===== config.mk =====
export PLATFORM = sky130hd
export DESIGN_NAME = sync_serial_port
export DESIGN_NICKNAME = d
export VERILOG_FILES = /design/src/rtl/ssp_pkg.sv /design/src/rtl/ssp_clkgen.sv /design/src/rtl/ssp_tx.sv /design/src/rtl/ssp_rx.sv /design/src/rtl/sync_serial_port.sv
export SDC_FILE = /design/constraint.sdc
export NUM_CORES = 1
export LEC_CHECK = 0
export BUFFER_PORTS_ARGS = -buffer_cell sky130_fd_sc_hd__buf_2
export CAP_MARGIN = 10
export CORE_MARGIN = 4
export CORE_UTILIZATION = 57
export CTS_BUF_LIST = sky130_fd_sc_hd__clkbuf_16
export CTS_CLUSTER_DIAMETER = 30
export CTS_CLUSTER_SIZE = 14
export DETAILED_ROUTE_END_ITERATION = 10
export GPL_TIMING_DRIVEN = 0
export PLACE_DENSITY = 0.79
export SYNTH_ARGS = -nofsm -noshare
export SYNTH_HDL_FRONTEND = slang
export SYNTH_SLANG_ARGS = --single-unit

===== constraint.sdc =====
create_clock -name clk -period 2.5 [get_ports clk]
set_input_delay 0.125 -clock clk [delete_from_list [all_inputs] [get_ports clk]]
set_output_delay 0.125 -clock clk [all_outputs]
set_load 0.03 [all_outputs]

===== src/rtl/ssp_pkg.sv =====
package ssp_pkg;

    typedef enum logic [1:0] {
        SSP_MODE_RESET = 2'b00,
        SSP_MODE_SYNC  = 2'b01,
        SSP_MODE_RSV2  = 2'b10,
        SSP_MODE_RSV3  = 2'b11
    } ssp_mode_e;

endpackage


===== src/rtl/ssp_clkgen.sv =====
module ssp_clkgen #(
    parameter int HALF_DIV = 4
) (
    input  logic clk,
    input  logic rst_n,
    input  logic unit_on,
    input  logic use_ext,
    input  logic want_fall,
    input  logic sclk_in,
    output logic fall_ev,
    output logic rise_ev,
    output logic sclk_gen
);

    localparam int CNT_W = (HALF_DIV > 1) ? $clog2(HALF_DIV) : 1;
    localparam logic [CNT_W-1:0] CNT_LAST = CNT_W'(HALF_DIV - 1);

    typedef struct packed {
        logic             sclk;
        logic [CNT_W-1:0] cnt;
        logic [2:0]       sync;
    } gen_st_t;

    gen_st_t q, d;
    logic    half_done;

    always_comb begin
        d         = q;
        d.sync    = {q.sync[1:0], sclk_in};
        half_done = (q.cnt == CNT_LAST);
        fall_ev   = 1'b0;
        rise_ev   = 1'b0;
        if (!unit_on) begin
            d.sclk = 1'b1;
            d.cnt  = '0;
        end else if (use_ext) begin
            d.sclk  = 1'b1;
            d.cnt   = '0;
            fall_ev = q.sync[2] & ~q.sync[1];
            rise_ev = ~q.sync[2] & q.sync[1];
        end else if (half_done) begin
            if (!q.sclk) begin
                rise_ev = 1'b1;
                d.sclk  = 1'b1;
                d.cnt   = '0;
            end else if (want_fall) begin
                fall_ev = 1'b1;
                d.sclk  = 1'b0;
                d.cnt   = '0;
            end
        end else begin
            d.cnt = q.cnt + CNT_W'(1);
        end
    end

    always_ff @(posedge clk or negedge rst_n) begin
        if (!rst_n) begin
            q.sclk <= 1'b1;
            q.cnt  <= '0;
            q.sync <= 3'b111;
        end else begin
            q <= d;
        end
    end

    assign sclk_gen = q.sclk;

endmodule


===== src/rtl/ssp_tx.sv =====
module ssp_tx #(
    parameter int FRAME_W = 16,
    parameter int SHORT_W = 8
) (
    input  logic               clk,
    input  logic               rst_n,
    input  logic               unit_on,
    input  logic               tx_en,
    input  logic               len8,
    input  logic               msb_first,
    input  logic               out_inv,
    input  logic               irq_on_done,
    input  logic               wr,
    input  logic [FRAME_W-1:0] wdata,
    input  logic               fall_ev,
    input  logic               rise_ev,
    output logic               sd_out,
    output logic               want_fall,
    output logic               shift_empty,
    output logic               buf_empty,
    output logic               irq_tx
);

    localparam int BIT_W = $clog2(FRAME_W + 1);

    typedef struct packed {
        logic [FRAME_W-1:0] buf_w;
        logic               buf_full;
        logic [FRAME_W-1:0] sh;
        logic               busy;
        logic [BIT_W-1:0]   nbit;
        logic               obit;
        logic               irq;
    } tx_st_t;

    tx_st_t q, d;
    logic   load;
    logic [BIT_W-1:0] frame_last;

    function automatic logic lead_bit(input logic [FRAME_W-1:0] v,
                                      input logic is8, input logic msb);
        if (!msb)     return v[0];
        else if (is8) return v[SHORT_W-1];
        else          return v[FRAME_W-1];
    endfunction

    always_comb begin
        d          = q;
        d.irq      = 1'b0;
        frame_last = len8 ? BIT_W'(SHORT_W - 1) : BIT_W'(FRAME_W - 1);
        load       = fall_ev & ~q.busy & q.buf_full & tx_en;
        if (load) begin
            d.sh       = q.buf_w;
            d.busy     = 1'b1;
            d.nbit     = '0;
            d.buf_full = 1'b0;
            d.obit     = lead_bit(q.buf_w, len8, msb_first);
            d.irq      = ~irq_on_done;
        end else if (fall_ev && q.busy) begin
            d.sh   = msb_first ? (q.sh << 1) : (q.sh >> 1);
            d.obit = lead_bit(d.sh, len8, msb_first);
        end
        if (rise_ev && q.busy) begin
            d.nbit = q.nbit + BIT_W'(1);
            if (q.nbit == frame_last) begin
                d.busy = 1'b0;
                d.irq  = irq_on_done;
            end
        end
        if (wr) begin
            d.buf_w    = wdata;
            d.buf_full = 1'b1;
        end
        if (!unit_on) begin
            d      = '0;
            d.obit = 1'b1;
        end
    end

    always_ff @(posedge clk or negedge rst_n) begin
        if (!rst_n) begin
            q      <= '0;
            q.obit <= 1'b1;
        end else begin
            q <= d;
        end
    end

    assign sd_out      = q.obit ^ out_inv;
    assign want_fall   = q.busy | (q.buf_full & tx_en);
    assign shift_empty = ~q.busy;
    assign buf_empty   = ~q.buf_full;
    assign irq_tx      = q.irq;

endmodule


===== src/rtl/ssp_rx.sv =====
module ssp_rx #(
    parameter int FRAME_W = 16,
    parameter int SHORT_W = 8
) (
    input  logic               clk,
    input  logic               rst_n,
    input  logic               unit_on,
    input  logic               rx_en,
    input  logic               len8,
    input  logic               msb_first,
    input  logic               in_inv,
    input  logic               sd_in,
    input  logic               rd,
    input  logic               rise_ev,
    output logic [FRAME_W-1:0] rdata,
    output logic               full,
    output logic               overrun,
    output logic               irq_rx
);

    localparam int BIT_W = $clog2(FRAME_W + 1);
    localparam logic [FRAME_W-1:0] LOW_MASK =
        {{(FRAME_W - SHORT_W){1'b0}}, {SHORT_W{1'b1}}};

    typedef struct packed {
        logic [1:0]         sync;
        logic [FRAME_W-1:0] sh;
        logic [BIT_W-1:0]   nbit;
        logic [FRAME_W-1:0] buf_w;
        logic               full;
        logic               ovr;
        logic               irq;
    } rx_st_t;

    rx_st_t q, d;
    logic   smp;
    logic   done;
    logic [FRAME_W-1:0] shifted;
    logic [BIT_W-1:0]   frame_last;

    always_comb begin
        d          = q;
        d.irq      = 1'b0;
        d.sync     = {q.sync[0], sd_in};
        smp        = q.sync[1] ^ in_inv;
        done       = 1'b0;
        frame_last = len8 ? BIT_W'(SHORT_W - 1) : BIT_W'(FRAME_W - 1);
        if (msb_first) begin
            shifted = {q.sh[FRAME_W-2:0], smp};
        end else begin
            shifted = q.sh >> 1;
            if (len8) shifted[SHORT_W-1] = smp;
            else      shifted[FRAME_W-1] = smp;
        end
        if (rx_en && rise_ev) begin
            if (q.nbit == frame_last) begin
                done    = 1'b1;
                d.buf_w = len8 ? (shifted & LOW_MASK) : shifted;
                d.full  = 1'b1;
                d.ovr   = q.ovr | (q.full & ~rd);
                d.irq   = 1'b1;
                d.sh    = '0;
                d.nbit  = '0;
            end else begin
                d.sh   = shifted;
                d.nbit = q.nbit + BIT_W'(1);
            end
        end
        if (!rx_en) begin
            d.sh   = '0;
            d.nbit = '0;
        end
        if (rd && !done) d.full = 1'b0;
        if (!unit_on) begin
            d      = '0;
            d.sync = {q.sync[0], sd_in};
        end
    end

    always_ff @(posedge clk or negedge rst_n) begin
        if (!rst_n) q <= '0;
        else        q <= d;
    end

    assign rdata   = q.buf_w;
    assign full    = q.full;
    assign overrun = q.ovr;
    assign irq_rx  = q.irq;

endmodule


===== src/rtl/sync_serial_port.sv =====
module sync_serial_port
    import ssp_pkg::*;
#(
    parameter int FRAME_W  = 16,
    parameter int SHORT_W  = 8,
    parameter int HALF_DIV = 4
) (
    input  logic               clk,
    input  logic               rst_n,
    input  logic [1:0]         cfg_mode,
    input  logic               cfg_clk_ext,
    input  logic               cfg_len8,
    input  logic               cfg_msb_first,
    input  logic               cfg_txirq_on_done,
    input  logic               cfg_tx_en,
    input  logic               cfg_rx_en,
    input  logic               cfg_tx_inv,
    input  logic               cfg_rx_inv,
    input  logic               tx_wr,
    input  logic [FRAME_W-1:0] tx_wdata,
    input  logic               rx_rd,
    output logic [FRAME_W-1:0] rx_rdata,
    output logic               stat_tx_shift_empty,
    output logic               stat_tx_buf_empty,
    output logic               stat_rx_full,
    output logic               stat_overrun,
    output logic               irq_tx,
    output logic               irq_rx,
    output logic               sclk_out,
    output logic               sclk_oe,
    input  logic               sclk_in,
    output logic               sd_out,
    input  logic               sd_in
);

    logic unit_on;
    logic fall_ev;
    logic rise_ev;
    logic want_fall;
    logic sclk_gen;

    assign unit_on = (cfg_mode == SSP_MODE_SYNC);

    ssp_clkgen #(.HALF_DIV(HALF_DIV)) clkgen_i (
        .clk       (clk),
        .rst_n     (rst_n),
        .unit_on   (unit_on),
        .use_ext   (cfg_clk_ext),
        .want_fall (want_fall),
        .sclk_in   (sclk_in),
        .fall_ev   (fall_ev),
        .rise_ev   (rise_ev),
        .sclk_gen  (sclk_gen)
    );

    ssp_tx #(.FRAME_W(FRAME_W), .SHORT_W(SHORT_W)) tx_i (
        .clk         (clk),
        .rst_n       (rst_n),
        .unit_on     (unit_on),
        .tx_en       (cfg_tx_en),
        .len8        (cfg_len8),
        .msb_first   (cfg_msb_first),
        .out_inv     (cfg_tx_inv),
        .irq_on_done (cfg_txirq_on_done),
        .wr          (tx_wr),
        .wdata       (tx_wdata),
        .fall_ev     (fall_ev),
        .rise_ev     (rise_ev),
        .sd_out      (sd_out),
        .want_fall   (want_fall),
        .shift_empty (stat_tx_shift_empty),
        .buf_empty   (stat_tx_buf_empty),
        .irq_tx      (irq_tx)
    );

    ssp_rx #(.FRAME_W(FRAME_W), .SHORT_W(SHORT_W)) rx_i (
        .clk       (clk),
        .rst_n     (rst_n),
        .unit_on   (unit_on),
        .rx_en     (cfg_rx_en),
        .len8      (cfg_len8),
        .msb_first (cfg_msb_first),
        .in_inv    (cfg_rx_inv),
        .sd_in     (sd_in),
        .rd        (rx_rd),
        .rise_ev   (rise_ev),
        .rdata     (rx_rdata),
        .full      (stat_rx_full),
        .overrun   (stat_overrun),
        .irq_rx    (irq_rx)
    );

    assign sclk_out = sclk_gen;
    assign sclk_oe  = unit_on & ~cfg_clk_ext;

endmodule


== Yosys cells after proc, flatten, opt, wreduce, memory -nomap -nowiden ==
Cells that the tools add are included.
Widths: inputs -> output; s select.
Storage, ports and cells
  register bits after elaboration: 89
  output and inout bits: 25
  bits of input ports: 32
  logic and storage cells: 107
Operators by class
  bitwise gates (word level): 19
  multiplexer cells: 46
  eq/ne operators: 15
  reductions and logical operators: 7
  add/sub/neg operators: 3
Operator list (count)
  $mux 16: 5
  $mux 40: 2
  $mux 21: 2
  $mux 41: 1
  $mux 1: 26
  $mux 19: 1
  $mux 17: 1
  $mux 3: 4
  $mux 6: 2
  $ne 3x1->1 const B: 4
  $add 5x1->5 const B: 2
  $eq 5x5->1: 2
  $and 1x1->1: 8
  $not 1->1: 7
  $ne 3x2->1 const B: 2
  $ne 5x5->1 const B: 1
  $logic_and 1x1->1: 4
  $mux 4: 1
  $ne 2x1->1 const B: 2
  $reduce_and 2->1: 2
  $ne 3x3->1 const B: 1
  $add 2x1->2 const B: 1
  $eq 2x1->1 const B: 1
  $eq 2x2->1 const B: 1
  other kinds (5): 7

== Longest topological paths before layout ==
  depth in word-level cells: 14
  mapped depth: 7
  depth with buffers taken out: 5

== Modules after synthesis ==
A second synthesis with hierarchy kept.
Second synthesis, totals
  cell total of the unflattened synthesis: 470
  area, all modules: 4737.0 µm²
By module, submodules not included
  ssp_rx: area each 2292.2 µm², instances 1, cells each 229, seq. area each 1051.0 µm²
  ssp_tx: area each 2113.3 µm², instances 1, cells each 214, seq. area each 1027.2 µm²
  ssp_clkgen: area each 312.8 µm², instances 1, cells each 25, seq. area each 155.1 µm²
  sync_serial_port: area each 18.8 µm², instances 1, cells each 2, seq. area each 0.0 µm²

== Least setup slack after synthesis ==
No wires, ideal clock.
  path type: flip-flop to flip-flop
  from: reg clkgen_i.q (netlist bit clkgen_i.sclk_gen)
  to: reg tx_i.q[16] (netlist name)
  path buffers: 2
  clock period less this slack: 1.803 ns
  slack: 0.697 ns
  cell stages (with the launch flop): 7
  setup time: 0.130 ns
  data required time: 2.370 ns
  data arrival time: 1.673 ns
  cell sequence: dfstp_2 > nand3b_1 > a2111o_1 > buf_6 > buf_6 > mux2i_1 > o2bb2ai_1
On the way
  cells in the longest elaborated chain, start to end: 9
  elaborated cells on any way between the ends: 11
  classes of those cells: 1 x eq/ne; 6 x mux; 3 x bitwise; 1 x reduce/logical
Ends and longest elaborated chain
  start, declared: RTL line ssp_clkgen.sv:24  | gen_st_t q, d;
  $mux 1 *: RTL line ssp_clkgen.sv:42  | if (!q.sclk) begin
  $mux 1 *: RTL line ssp_clkgen.sv:41  | end else if (half_done) begin
  $mux 1 *: RTL line ssp_clkgen.sv:36  | end else if (use_ext) begin
  $mux 1 *: RTL line ssp_clkgen.sv:33  | if (!unit_on) begin
  $and 1x1->1 (3 in series): RTL line ssp_tx.sv:51  | load = fall_ev & ~q.busy & q.buf_full & tx_en;
  $mux 16: RTL line ssp_tx.sv:52  | if (load) begin
  $mux 41: RTL line ssp_tx.sv:74  | if (!unit_on) begin
  end, declared: RTL line ssp_tx.sv:36  | tx_st_t q, d;
Every way passes the cells marked *; elsewhere a longest branch is shown, timed or not.
A chain may end at the register's enable or synchronous reset.

== Worst setup path after layout ==
  from: reg rx_i.q[19] (netlist name)
  to: reg rx_i.q (netlist bit rx_i.rdata[12])
On the way
  cells in the longest elaborated chain, start to end: 3
Ends and longest elaborated chain
  start, declared: RTL line ssp_rx.sv:35  | rx_st_t q, d;
  start signal, assigned: RTL line ssp_rx.sv:81  | if (!rst_n) q <= '0;
  start signal, assigned: RTL line ssp_rx.sv:82  | else q <= d;
  $eq 5x5->1: RTL line ssp_rx.sv:56  | if (q.nbit == frame_last) begin
  $ne 2x1->1 (no source line)
  $reduce_and 2->1 (no source line)
Every way passes these cells.

==> out/metrics.csv <==
stage,metric,value,unit
timing,maximum clock frequency,0.4786,GHz
min_path,Hold Path Depth,3,
clocking,clock tree from TritonCTS,built,
yosys,post-synthesis share of cell area spent on xor and xnor gates,0.01022,
die,effective utilization at floorplan,0.5879,
clocking,worst-case clock buffer depth,2,
layout,Final Instance Area,0.005086,sq mm
timing,clock skew,0.006870,ns
min_path,hold_sp,tx_wdata[9],
die,horizontal extent of the die,94.72,microns
yosys,"Cell Area, Synth",0.004287,sq mm
route,WL per Instance,16.55,microns
yosys,number of warnings issued by yosys,0,
route,total vias in the final route,3107,
critical_path,critical path endpoint category,register,
route,count of antenna-violating nets left after detailed routing,0,
layout,most frequent cells in the layout,"sky130_fd_sc_hd__dfrtp_1 (84), sky130_fd_sc_hd__buf_2 (59), sky130_fd_sc_hd__mux2i_1 (42)",
layout,non-filler instance count after layout,541,
placement,Port Buffers,52,
route,Avg Vias per Cell,5.743,
global_routing,overflow left after global routing,0,
min_path,worst-case hold path end point,tx_i.q[34],
critical_path,destination of the worst register-to-register timing path,rx_i.rdata[12],
clocking,number of setup buffers added after CTS,0,
global_routing,antenna violations before repair,0,
timing,final setup violation count,0,
yosys,fraction of synthesized cell area taken by the top area cell type,0.4904,
layout,diode count,0,
critical_path,data required time of the critical path,2.76,ns
clocking,clock transition at the registers of the reported paths,0.06,ns
critical_path,Register-to-Register Path Depth,6,
timing,max-slew violation count,0,
timing,final-report hold violation count,0,
die,Die Span Y,94.72,microns
die,Row Count,31,
yosys,average cell area after synthesis,11.65,sq um
pwr,power density relative to cell area,618.4,mW/mm^2
clocking,clk sink count,89,
timing,clock period minus final worst setup slack,2.089,ns
pwr,power after layout,3.145,mW
timing,part of the cycle the worst path needs,0.8358,
die,Die Outline Area,0.008972,sq mm
clocking,CTS Root Buffer Type,sky130_fd_sc_hd__clkbuf_16,
global_routing,global routing usage summed across all routing layers,0.2173,
placement,placed cell count,520,
timing,Worst-Margin Slew,0.6842,ns
layout,relative area change from synthesis to final layout,18.65,%
clocking,worst-skew pair later-pin latency,0.33,ns
layout,Layout Nets,472,
critical_path,slowest stage cell on the critical path,sky130_fd_sc_hd__a31oi_2,
clocking,CTS buffer count,9,
critical_path,Slowest Stage Delay on Critical Path,0.46,ns
yosys,library cells used by synthesis,46,
min_path,Hold WC Path Type,in -> reg,
yosys,largest area contributor in the netlist,sky130_fd_sc_hd__dfrtp_1,
critical_path,nature of the critical path startpoint,register,
yosys,compound-gate portion of the synthesized area,0.1544,
run_status,outcome,completed,
clocking,CTS H-tree depth,3,
clocking,number of hold buffers added after cts,5,
yosys,Seq cells post-synth,89,
timing,unrepaired setup endpoints after global routing,no,
pwr,worst vdd ir,0.4107,mV
layout,share of cells above drive strength 1,0.2941,
placement,weighted congestion at the end of routability-driven global placement,0.8145,
run,max-cap check violation count,0,
critical_path,maximum fanout along the worst path,10,
critical_path,series of cell instances along the critical path,"ha_1, and3b_1, and2_1, a31oi_2, buf_2, a22o_1",
yosys,leading cell types by total area after synthesis,"sky130_fd_sc_hd__dfrtp_1 (49%), sky130_fd_sc_hd__mux2i_1 (9.8%), sky130_fd_sc_hd__mux2_2 (5.8%)",
yosys,number of synthesized flops with an enable pin,0,
yosys,Syn Inst Count,368,
global_routing,via count of the first global-routing pass,3128,
route,DRC errors left,0,
global_routing,first-pass GRT wire length,15190,microns
yosys,Post-Synth Simple-Gate Area,0.09224,
route,Total Wirelength,8952,microns
yosys,combinational family with the most area after synthesis,multiplexers,
pwr,Static Leakage,2.565,nW
critical_path,FF-to-FF setup slack,0.41,ns
critical_path,data arrival time of the critical path,2.35,ns
yosys,mux share of post-synthesis cell area,0.1559,
clocking,post-cts sizing count,0,
timing,setup_tns,0,ns
critical_path,start-to-end type of the worst setup path,reg -> reg,
yosys,fraction of registers with async set or reset after synthesis,1.000,
global_routing,pin count of the biggest net entering global routing,69,
yosys,post-synthesis net count,403,
yosys,sequential fraction of the synthesis area,0.5210,
die,area of the core,0.007292,sq mm
timing,worst slew margin relative to its limit,0.5414,
placement,Area after DPL,0.004701,sq mm
critical_path,launch point of the worst reg-to-reg path,rx_i.q[19],
placement,half-perimeter wire length after placement,6208,microns
route,number of violations reported at the end of detailed-routing iteration 0,105,
yosys,main flop type after synthesis,sky130_fd_sc_hd__dfrtp_1,
yosys,adder-cell area share of the yosys netlist,0.008757,
die,I/O pin total,57,
route,Detailed Routing Iterations Pass 1,4,
layout,"leading cell type in the layout, fill and taps excluded",sky130_fd_sc_hd__dfrtp_1,
==> flip-flops by register name (all words and copies together) (netlist names) <==
signal	count
rx_i.overrun	1
rx_i.full	1
tx_i.irq_tx	1
rx_i.rdata	16
rx_i.irq_rx	1
tx_i.q	40
clkgen_i.d	2
clkgen_i.q	3
rx_i.q	23
clkgen_i.sclk_gen	1
==> cells in the mapped netlist (all sizes together), types with 2 or more instances <==
| cell | number |
|---|---|
| a211oi | 2 |
| a21o | 4 |
| a21oi | 9 |
| a22o | 18 |
| a31oi | 5 |
| a41oi | 2 |
| and2 | 2 |
| and3b | 3 |
| buf | 28 |
| clkbuf | 7 |
| dfrtp | 84 |
| dfstp | 5 |
| ha | 3 |
| inv | 6 |
| mux2 | 22 |
| mux2i | 42 |
| nand2 | 23 |
| nand2b | 3 |
| nand3 | 5 |
| nand3b | 5 |
| nor2 | 29 |
| nor3 | 5 |
| o21ai | 16 |
| o2bb2ai | 23 |
| xnor2 | 2 |
| xor2 | 3 |
==> power by group <==
group          leakage (nW)  internal [mW]  total [mW]  switching [mW]
clock network         0.164          0.967        1.50           0.529
logic                  1.18         0.0700       0.182           0.112
registers              1.22           1.46        1.47          0.0101
==> worst max-delay path, delay by kind of cell (launching register included) <==
kind / cells / cell delay, ns
AO/OA/AOI/OAI: 2 / 0.63
adder cells (fa/ha/maj): 1 / 0.25
buffers and inverters: 1 / 0.31
flip-flops: 1 / 0.42
AND/OR/NAND/NOR: 2 / 0.42
==> cells by family after synthesis <==
logic type               Yosys count
multiplexers                      64
AO/OA/AOI/OAI                     86
buffers and inverters             41
XOR/XNOR                           5
AND/OR/NAND/NOR                   80
flip-flops                        89
adder cells (fa/ha/maj)            3
==> layout make-up <==
type / instances / area (sq um)
Sequential cell: 89 / 2233
Fill cell: 568 / 2206
Multi-Input combinational cell: 238 / 1807
Timing Repair Buffer: 58 / 340.3
Clock buffer: 9 / 225.2
Buffer: 35 / 224.0
Tap cell: 99 / 123.9
Clock inverter: 7 / 110.1
Inverter: 6 / 22.52
==> per-stage QoR <==
stage / setup WS, ns / hold WS, ns / util
finish: 0.4105 / 0.03252 / 0.6975
global route: 0.3047 / 0.04569 / 0.6975
CTS: 0.4315 / 0.03263 / 0.6975
detailed placement: 0.4588 / 0.03722 / 0.6446
global placement: 0.5083 / 0.2304 / 0.6405
floorplan: 0.6968 / -0.1706 / -
==> per-layer routing <==
layer / share of wire / up-vias / track usage
met5: 0 / - / 0
met4: 0.015 / 0 / 0.07692
met3: 0.035 / 11 / 0.02629
met2: 0.52 / 71 / 0.3787
met1: 0.43 / 1561 / 0.2793
li1: - / 1464 / -
==> worst max-delay path by stage <==
stage	start	to	slack [ns]
2_1_floorplan	clkgen_i.sclk_gen	tx_i.q[16]	0.70
3_3_place_gp	clkgen_i.q[3]	rx_i.rdata[12]	0.51
3_5_place_dp	clkgen_i.q[3]	rx_i.rdata[12]	0.46
4_1_cts	rx_i.q[19]	rx_i.rdata[12]	0.43
5_1_grt	rx_i.q[19]	rx_i.rdata[13]	0.30
6_report	rx_i.q[19]	rx_i.rdata[12]	0.41
No activity file was read; power rests on OpenSTA's default activity.
